<file path="config.mk">
export PLATFORM = sky130hd
export DESIGN_NAME = pwm_timebase
export DESIGN_NICKNAME = d
export VERILOG_FILES = /design/src/rtl/pwm_tbase_pkg.sv /design/src/rtl/pwm_tbase_step.sv /design/src/rtl/pwm_tbase_runctl.sv /design/src/rtl/pwm_tbase_cntreg.sv /design/src/rtl/pwm_timebase.sv
export SDC_FILE = /design/constraint.sdc
export NUM_CORES = 1
export LEC_CHECK = 0
export BUFFER_PORTS_ARGS = -buffer_cell sky130_fd_sc_hd__buf_2
export CAP_MARGIN = 25
export CORE_ASPECT_RATIO = 0.8
export CORE_MARGIN = 2
export CORE_UTILIZATION = 55
export DETAILED_ROUTE_END_ITERATION = 6
export GPL_TIMING_DRIVEN = 0
export PLACE_DENSITY = 0.86
export SYNTH_ARGS = -nofsm -noshare
export SYNTH_HDL_FRONTEND = slang
export SYNTH_HIERARCHICAL = 1
export SYNTH_SLANG_ARGS = --single-unit
</file>
<file path="constraint.sdc">
create_clock -name clk -period 5.2 [get_ports clk]
set_input_delay 0.26 -clock clk [delete_from_list [all_inputs] [get_ports clk]]
set_output_delay 0.26 -clock clk [all_outputs]
set_load 0.02 [all_outputs]
</file>
<file path="src/rtl/pwm_tbase_pkg.sv">
package pwm_tbase_pkg;

  typedef enum logic [1:0] {
    CM_HOLD = 2'd0,
    CM_UP   = 2'd1,
    CM_DOWN = 2'd2,
    CM_UPDN = 2'd3
  } cnt_mode_e;

  typedef enum logic [1:0] {
    HALT_NONE = 2'd0,
    HALT_AT_Z = 2'd1,
    HALT_AT_P = 2'd2
  } halt_e;

  localparam logic [2:0] CMD_ARM_Z  = 3'd0;
  localparam logic [2:0] CMD_ARM_P  = 3'd1;
  localparam logic [2:0] CMD_FREE   = 3'd2;
  localparam logic [2:0] CMD_ONCE_Z = 3'd3;
  localparam logic [2:0] CMD_ONCE_P = 3'd4;

endpackage

</file>
<file path="src/rtl/pwm_tbase_step.sv">
module pwm_tbase_step
  import pwm_tbase_pkg::*;
#(
  parameter int W = 16
) (
  input  logic [W-1:0] cnt,
  input  logic         down,
  input  logic [W-1:0] period,
  input  cnt_mode_e    mode,
  output logic [W-1:0] nxt,
  output logic         nxt_down,
  output logic         hit_z,
  output logic         hit_p
);

  localparam logic [W-1:0] ONE  = {{(W-1){1'b0}}, 1'b1};
  localparam logic [W-1:0] ZERO = '0;

  logic at_zero, at_or_above_p, above_p, p_is_zero;

  assign at_zero       = (cnt == ZERO);
  assign at_or_above_p = (cnt >= period);
  assign above_p       = (cnt > period);
  assign p_is_zero     = (period == ZERO);

  always_comb begin
    nxt      = cnt;
    nxt_down = down;
    unique case (mode)
      CM_UP: begin
        nxt_down = 1'b0;
        nxt      = at_or_above_p ? ZERO : cnt + ONE;
      end
      CM_DOWN: begin
        nxt_down = 1'b1;
        nxt      = (at_zero || above_p) ? period : cnt - ONE;
      end
      CM_UPDN: begin
        if (!down) begin
          if (at_or_above_p) begin
            nxt_down = 1'b1;
            nxt      = at_zero ? ZERO : cnt - ONE;
          end else begin
            nxt = cnt + ONE;
          end
        end else begin
          if (at_zero) begin
            nxt_down = 1'b0;
            nxt      = p_is_zero ? ZERO : ONE;
          end else begin
            nxt = cnt - ONE;
          end
        end
      end
      default: begin
        nxt      = cnt;
        nxt_down = down;
      end
    endcase
  end

  assign hit_z = (nxt == ZERO);
  assign hit_p = (nxt == period);

endmodule

</file>
<file path="src/rtl/pwm_tbase_runctl.sv">
module pwm_tbase_runctl
  import pwm_tbase_pkg::*;
(
  input  logic       clk,
  input  logic       rst_n,
  input  logic       tick,
  input  logic       cfg_wr,
  input  logic [2:0] cfg_cmd,
  input  logic [1:0] cfg_mode,
  input  logic       hit_z,
  input  logic       hit_p,
  output logic       adv,
  output logic       running,
  output cnt_mode_e  mode_q
);

  halt_e halt_q;
  logic  halt_now;
  logic  run_kept;
  halt_e halt_kept;

  assign adv = tick && running && (mode_q != CM_HOLD);

  assign halt_now = adv && (((halt_q == HALT_AT_Z) && hit_z) ||
                            ((halt_q == HALT_AT_P) && hit_p));
  assign run_kept  = running && !halt_now;
  assign halt_kept = halt_now ? HALT_NONE : halt_q;

  always_ff @(posedge clk or negedge rst_n) begin
    if (!rst_n) begin
      running <= 1'b0;
      halt_q  <= HALT_NONE;
      mode_q  <= CM_HOLD;
    end else if (cfg_wr) begin
      mode_q <= cnt_mode_e'(cfg_mode);
      unique case (cfg_cmd)
        CMD_ARM_Z: begin
          running <= run_kept;
          halt_q  <= HALT_AT_Z;
        end
        CMD_ARM_P: begin
          running <= run_kept;
          halt_q  <= HALT_AT_P;
        end
        CMD_FREE: begin
          running <= 1'b1;
          halt_q  <= HALT_NONE;
        end
        CMD_ONCE_Z: begin
          running <= 1'b1;
          halt_q  <= HALT_AT_Z;
        end
        CMD_ONCE_P: begin
          running <= 1'b1;
          halt_q  <= HALT_AT_P;
        end
        default: begin
          running <= run_kept;
          halt_q  <= halt_kept;
        end
      endcase
    end else begin
      running <= run_kept;
      halt_q  <= halt_kept;
    end
  end

endmodule

</file>
<file path="src/rtl/pwm_tbase_cntreg.sv">
module pwm_tbase_cntreg #(
  parameter int W = 16
) (
  input  logic         clk,
  input  logic         rst_n,
  input  logic         adv,
  input  logic [W-1:0] nxt,
  input  logic         nxt_down,
  input  logic         hit_z,
  input  logic         hit_p,
  output logic [W-1:0] cnt,
  output logic         down,
  output logic         tez,
  output logic         tep
);

  always_ff @(posedge clk or negedge rst_n) begin
    if (!rst_n) begin
      cnt  <= '0;
      down <= 1'b0;
    end else if (adv) begin
      cnt  <= nxt;
      down <= nxt_down;
    end
  end

  always_ff @(posedge clk or negedge rst_n) begin
    if (!rst_n) begin
      tez <= 1'b0;
      tep <= 1'b0;
    end else begin
      tez <= adv && hit_z;
      tep <= adv && hit_p;
    end
  end

endmodule

</file>
<file path="src/rtl/pwm_timebase.sv">
module pwm_timebase
  import pwm_tbase_pkg::*;
#(
  parameter int W = 16
) (
  input  logic         clk,
  input  logic         rst_n,
  input  logic         tick,
  input  logic [W-1:0] period,
  input  logic         cfg_wr,
  input  logic [2:0]   cfg_cmd,
  input  logic [1:0]   cfg_mode,
  output logic [W-1:0] count,
  output logic         dir_down,
  output logic         tez,
  output logic         tep
);

  logic [W-1:0] nxt;
  logic         nxt_down;
  logic         hit_z, hit_p;
  logic         adv;
  logic         running;
  cnt_mode_e    mode_q;

  pwm_tbase_step #(.W(W)) u_step (
    .cnt      (count),
    .down     (dir_down),
    .period   (period),
    .mode     (mode_q),
    .nxt      (nxt),
    .nxt_down (nxt_down),
    .hit_z    (hit_z),
    .hit_p    (hit_p)
  );

  pwm_tbase_runctl u_ctl (
    .clk      (clk),
    .rst_n    (rst_n),
    .tick     (tick),
    .cfg_wr   (cfg_wr),
    .cfg_cmd  (cfg_cmd),
    .cfg_mode (cfg_mode),
    .hit_z    (hit_z),
    .hit_p    (hit_p),
    .adv      (adv),
    .running  (running),
    .mode_q   (mode_q)
  );

  pwm_tbase_cntreg #(.W(W)) u_reg (
    .clk      (clk),
    .rst_n    (rst_n),
    .adv      (adv),
    .nxt      (nxt),
    .nxt_down (nxt_down),
    .hit_z    (hit_z),
    .hit_p    (hit_p),
    .cnt      (count),
    .down     (dir_down),
    .tez      (tez),
    .tep      (tep)
  );

endmodule

</file>
# Word level (Yosys, flattened, before mapping)
# Cells that the tools add are included.
dict set report word_totals {
  elab_cells 59
  in_bits 25
  ff_bits 24
  out_inout_bits 19
}
dict set report op_classes {
  n_lt_le_gt_ge 2
  eq_ne 10
  addsub 2
  muxes 17
  reduce_logical 21
}
# operator count
set ops {}
lappend ops {{2-to-1 mux 16 bit} 6}
lappend ops {{logical NOT 16 bit} 3}
lappend ops {{one-hot mux 16 bit (3 select lines)} 1}
lappend ops {{adder 16 x 1 -> 16 bit (second input constant)} 1}
lappend ops {{== test 16 bit} 1}
lappend ops {{>= comparator 16 bit} 1}
lappend ops {{greater-than comparator 16 bit} 1}
lappend ops {{subtractor 16 x 1 -> 16 bit (second input constant)} 1}
lappend ops {{logical AND 1 bit} 8}
lappend ops {{== test 2 bit (second input constant)} 3}
lappend ops {{== test 3 x 2 -> 1 bit (second input constant)} 2}
lappend ops {{2-to-1 mux 1 bit} 6}
lappend ops {{one-hot mux 2 bit (3 select lines)} 1}
lappend ops {{== test 2 x 1 -> 1 bit (second input constant)} 2}
lappend ops {{2-to-1 mux 2 bit} 2}
lappend ops {{OR reduction 2 bit} 2}
lappend ops {{== test 3 x 1 -> 1 bit (second input constant)} 1}
lappend ops {{== test 3 bit (second input constant)} 1}
lappend ops {{logical NOT 3 bit} 1}
lappend ops {{one-hot mux 1 bit (3 select lines)} 1}
lappend ops {{nonzero test 3 bit} 1}
lappend ops {{OR reduction 3 bit} 1}
lappend ops {{logical OR 1 bit} 2}
lappend ops {{AND reduction 2 bit} 1}
lappend ops {{2 further kinds} 2}

# Longest topological paths before layout
dict set report depth {
  ltp_word 13
  ltp_mapped 18
  ltp_nobuf 15
}

# By module
# The synthesis kept the hierarchy.
# mod area_per_inst_um2 instances seq_area_each_um2 cells_each
set by_module_without_submodules {}
lappend by_module_without_submodules {pwm_tbase_step 2399.8 1 0.0 357}
lappend by_module_without_submodules {pwm_tbase_cntreg 743.2 1 475.5 40}
lappend by_module_without_submodules {pwm_tbase_runctl 252.7 1 125.1 23}

# Worst setup path after synthesis
# No wires, ideal clock.
dict set report synth_path {
  kind {flip-flop to flip-flop}
  start {register u_reg.cnt[0]}
  end {register u_ctl.halt_q[0]}
  arrival_ns 3.918
  setup_ns 0.122
  t_required_ns 5.078
  path_buffers 2
  stages_incl_launch_ff 18
  period_less_slack_ns 4.039
  slack_ns 1.161
  path_cell_list {dfrtp_1 > clkbuf_1 > inv_1 > ha_1 > or2b_2 > nor4b_4 > a21o_2 > a31oi_4 > a31oi_4 > buf_6 > o21ai_2 > a22o_1 > or4_1 > nor4_1 > and4b_1 > nand3b_1 > a21o_1 > a32o_1}
}
dict set report synth_via {
  elab_chain_cells 12
  elab_cells_between_ends 22
  cone_classes {add/sub (2); order compare (2); eq/ne (1); mux (10); reduce/logical (7)}
}
# item line
set synth_lines {}
lappend synth_lines {{start, declared} pwm_tbase_cntreg.sv:11} ;# output logic [W-1:0] cnt,
lappend synth_lines {{start signal, assigned} pwm_tbase_cntreg.sv:22} ;# cnt <= nxt;
lappend synth_lines {{subtractor 16 x 1 -> 16 bit or logical NOT 16 bit (tied branches)} --}
lappend synth_lines {{2-to-1 mux 16 bit} pwm_tbase_step.sv:42} ;# nxt = at_zero ? ZERO : cnt - ONE;
lappend synth_lines {{2-to-1 mux 16 bit} pwm_tbase_step.sv:40} ;# if (at_or_above_p) begin
lappend synth_lines {{2-to-1 mux 16 bit} pwm_tbase_step.sv:39} ;# if (!down) begin
lappend synth_lines {{one-hot mux 16 bit (3 select lines) *} pwm_tbase_step.sv:29} ;# unique case (mode)
lappend synth_lines {{net nxt[7]} pwm_timebase.sv:19} ;# logic [W-1:0] nxt;
lappend synth_lines {{logical NOT 16 bit *} pwm_tbase_step.sv:62} ;# assign hit_z = (nxt == ZERO);
lappend synth_lines {{net hit_z} pwm_timebase.sv:21} ;# logic hit_z, hit_p;
lappend synth_lines {{logical AND 1 bit *} pwm_tbase_runctl.sv:24} ;# assign halt_now = adv && (((halt_q == HALT_AT_Z) && hit_z) ||
lappend synth_lines {{logical OR 1 bit *} pwm_tbase_runctl.sv:24}
lappend synth_lines {{logical AND 1 bit *} pwm_tbase_runctl.sv:24}
lappend synth_lines {{2-to-1 mux 2 bit *} pwm_tbase_runctl.sv:27} ;# assign halt_kept = halt_now ? HALT_NONE : halt_q;
lappend synth_lines {{one-hot mux 2 bit (3 select lines)} pwm_tbase_runctl.sv:36} ;# unique case (cfg_cmd)
lappend synth_lines {{2-to-1 mux 2 bit *} pwm_tbase_runctl.sv:34} ;# end else if (cfg_wr) begin
lappend synth_lines {{end signal, assigned} pwm_tbase_runctl.sv:59} ;# halt_q <= halt_kept;
lappend synth_lines {{end signal, assigned} pwm_tbase_runctl.sv:64} ;# halt_q <= halt_kept;
lappend synth_lines {{end, declared} pwm_tbase_runctl.sv:17} ;# halt_e halt_q;
# The timed path passes the listed nets; every way through them passes the cells marked *.
# A chain may end at the register's enable or synchronous reset.

# Final worst setup path
dict set report layout_path {
  start {register u_reg.cnt[0]}
  end {register u_ctl.halt_q[0]}
}
dict set report layout_via {
  elab_chain_cells 12
  elab_cells_between_ends 22
  cone_classes {add/sub (2); order compare (2); eq/ne (1); mux (10); reduce/logical (7)}
}
# item line
set layout_lines {}
lappend layout_lines {{subtractor 16 x 1 -> 16 bit or logical NOT 16 bit (tied branches)} --}
lappend layout_lines {{2-to-1 mux 16 bit} pwm_tbase_step.sv:42}
lappend layout_lines {{2-to-1 mux 16 bit} pwm_tbase_step.sv:40}
lappend layout_lines {{2-to-1 mux 16 bit} pwm_tbase_step.sv:39}
lappend layout_lines {{one-hot mux 16 bit (3 select lines) *} pwm_tbase_step.sv:29}
lappend layout_lines {{== test 16 bit *} pwm_tbase_step.sv:63} ;# assign hit_p = (nxt == period);
lappend layout_lines {{net hit_p} pwm_timebase.sv:21}
lappend layout_lines {{logical AND 1 bit *} pwm_tbase_runctl.sv:25} ;# ((halt_q == HALT_AT_P) && hit_p));
lappend layout_lines {{logical OR 1 bit *} pwm_tbase_runctl.sv:24}
lappend layout_lines {{logical AND 1 bit *} pwm_tbase_runctl.sv:24}
lappend layout_lines {{2-to-1 mux 2 bit *} pwm_tbase_runctl.sv:27}
lappend layout_lines {{one-hot mux 2 bit (3 select lines)} pwm_tbase_runctl.sv:36}
lappend layout_lines {{2-to-1 mux 2 bit *} pwm_tbase_runctl.sv:34}
# Marked as above.

==> impl_metrics.toml <==
[finish]
area_growth_syn_to_layout_pct = 11.7
final_core_util = 0.638
nets = 511
antennaDiodeCount = 0
fin_cells = 548
layout-drive-gt1-share = 0.231

[clock_tree]
numClockSinks = 24
htreeDepth = 1
clock_path_buffers = 2
cts_buffers = 3
tritoncts = "done"
clk_pin_slew_ps = 90
cts_setup_buffers = 0
cts_root_buffer = "clkbuf_8"
clkLatencyLatePin_ps = 280

[route]
route.vias.total = 3789
drt_iter0_markers = 644
wl_um = 12400
vias_per_cell = 6.91
wl_per_cell_um = 22.6
ant_nets = 0
drc_errors = 0
dr.pass1.iters = 6

[grt]
met2_usage = 0.572
grt_overflow_total = 0
grt_max_degree = 25
use_met3 = 0.0800
grt_most_used_layer = "met2"
antenna_found_initial = 0
use_met1 = 0.516
grt_use_total = 0.363
grt_pass1_wl_um = 18900
first_global_vias = 3450

[setup_path]
crit_required_ps = 5370
criticalPathCategory = "reg2reg"
start_kind = "flop"
crit_arrival_ps = 5250
critPathCaptureType = "flop"
worst-path-max-fanout = 10

[floorplan]
rows = 25
die_h_um = 74.3
core_region_area_mm2 = 0.00594
pin_count = 44
die-area_mm2 = 0.00682
start_util = 0.571
die_width_um = 91.9

[pwr]
power_frac_comb = 0.742
seq_power_share = 0.176
power_mw = 2.09
p_int_uw = 962
power.share.switching = 0.540
powerDensity_mw_per_mm2 = 551
leakage_nw = 1.62
p_sw_mw = 1.13
vdd_drop_max_mv = 0.327
power_frac_clock = 0.082

[timing]
fin_skew_ps = 1.86
rsz0062_at_grt = "no"
hold_viol = 0
slew_headroom = 0.200
setup_viol = 0
setup_tns_ps = 0
slew_viol_final = 0
period_share = 0.976
worst_pin_slew_ps = 1190
finalCriticalPeriod_ps = 5080
timing.fmax_ghz = 0.197

[logic_synthesis]
async_flop_share = 1.00
syn_inst = 420
syn_area_mm2 = 0.00340
synth_top_area_share = 0.177
synth_flop_cell = "dfrtp_1"
ys_seq_area_frac = 0.177
synth_top_area_cell = "dfrtp_1"
synth_area_per_cell_um2 = 8.09
yosys-top-cells-count = "inv_1, nor2_1, o21ai_0"
ys_ff_latch = 24
ys_types = 76
synth_fp_nets = 463
synth.area.top_cells = "dfrtp_1, ha_1, xnor2_1, o21ai_0, mux2_2"
synth_edf_count = 0
synth-warning-count = 6
synth.most_common_cell = "inv_1"

[placed_design]
dp_hpwl_um = 9760
port_buffers = 42
placed_cells = 543
place.gp.congestion = 1.01

[flow_run]
drv_cap = 0

[min_path]
hp-class = "in2reg"

[status]
outcome = "finished, final reports clean"
==> stage by stage <==
| stage | area [um^2] | worst slack (ps) | hold slack [ps] |
|---|---|---|---|
| after floorplan | 3400 | 1160 | -35.6 |
| after global placement | 3710 | 262 | 279 |
| after detailed placement | 3710 | 309 | 276 |
| after CTS | 3790 | 287 | 215 |
| after global routing | 3790 | 102 | 203 |
| final | 3790 | 123 | 211 |
==> registers in the layout (all words and copies together), names as in the netlist <==
| signal | count |
|---|---|
| u_ctl/halt_q | 2 |
| u_ctl/mode_q | 2 |
| u_ctl/running | 1 |
| u_reg/cnt | 16 |
| u_reg/down | 1 |
| u_reg/tep | 1 |
| u_reg/tez | 1 |
==> layer usage <==
metal	wire, um	part of all wire
met4	325	0.026
met5	0	0
met1	5200	0.42
met3	1660	0.13
met2	5210	0.42
==> area by class of cell <==
type	count	area (um^2)
Tap cell	81	101
Sequential cell	24	601
Multi-Input combinational cell	338	2450
Fill cell	557	2150
Clock inverter	1	30.0
Inverter	32	120
Timing Repair Buffer	43	220
Clock buffer	3	41.3
Buffer	26	230
==> critical path, cell delays in order, from the launching register on <==
cell and delay (ps):
dfrtp_1 410, clkbuf_1 270, inv_1 230, ha_1 300, or2b_2 390, nor4b_4 500
nand3_2 390, a21oi_2 470, nor2_1 100, nor4_1 360, o2111ai_1 240, nor4b_1 400
and4_1 380, nand3b_1 100, a21o_1 180, a32o_1 240
==> power by group through the flow <==
stage / Sequential, mW / Combinational [mW] / Clock (mW)
2_1_floorplan: 0.403 / 1.02 / 0
6_report: 0.367 / 1.55 / 0.171
5_1_grt: 0.380 / 1.64 / 0.181
4_1_cts: 0.365 / 1.49 / 0.174
3_5_place_dp: 0.369 / 1.49 / 0
3_3_place_gp: 0.366 / 1.47 / 0
==> final timing paths <==
path / from / endpoint / slack (ps) / cells past startpoint
max: u_reg/cnt[0]$_DFFE_PN0P_ / u_ctl/halt_q[0]$_DFF_PN0_ / 120 / 15
min reg2reg: u_ctl/running$_DFF_PN0_ / u_ctl/running$_DFF_PN0_ / 500 / 1
min: cfg_mode[0] / u_ctl/mode_q[0]$_DFFE_PN0P_ / 210 / 2
max in group asynchronous: rst_n / u_reg/down$_DFFE_PN0P_ / 4330 / 2
min in group asynchronous: rst_n / u_reg/cnt[5]$_DFFE_PN0P_ / 490 / 2
max reg2reg: u_reg/cnt[0]$_DFFE_PN0P_ / u_ctl/halt_q[0]$_DFF_PN0_ / 120 / 15
==> cells in the final DEF (no fill, tap or decap), types with 10 or more instances in the layout <==
cell,netlist,layout
buf_2,1,43
inv_1,32,32
nor2_1,28,28
o21ai_0,27,27
dfrtp_1,24,24
nand2_1,23,23
a21oi_1,21,20
xnor2_1,18,18
ha_1,18,18
nand3_1,17,17
mux2_2,12,12
nor3_1,12,12
nor4_1,12,12
nand4_1,11,11
clkbuf_1,10,10
==> repair_timing <==
action | CTS | global route
gates resized for setup | 0 | 2
endpoints found under the setup margin | 0 | 2
hold endpoints to repair | 24 | 0
hold buffers | 1 | 0
==> kinds of logic (layout without fill, tap and decap cells) <==
group	count (synthesis)	count (layout)	share of synthesized area
AOI/OAI and AO/OA	134	134	0.283
muxes	21	21	0.0781
and+or+nand+nor	141	141	0.230
adders and majority gates	18	18	0.0663
buffers and inverters	58	105	0.103
DFF	24	24	0.177
xor gates and xnor gates	24	24	0.0619
No activity file was read; power rests on OpenSTA's default activity.
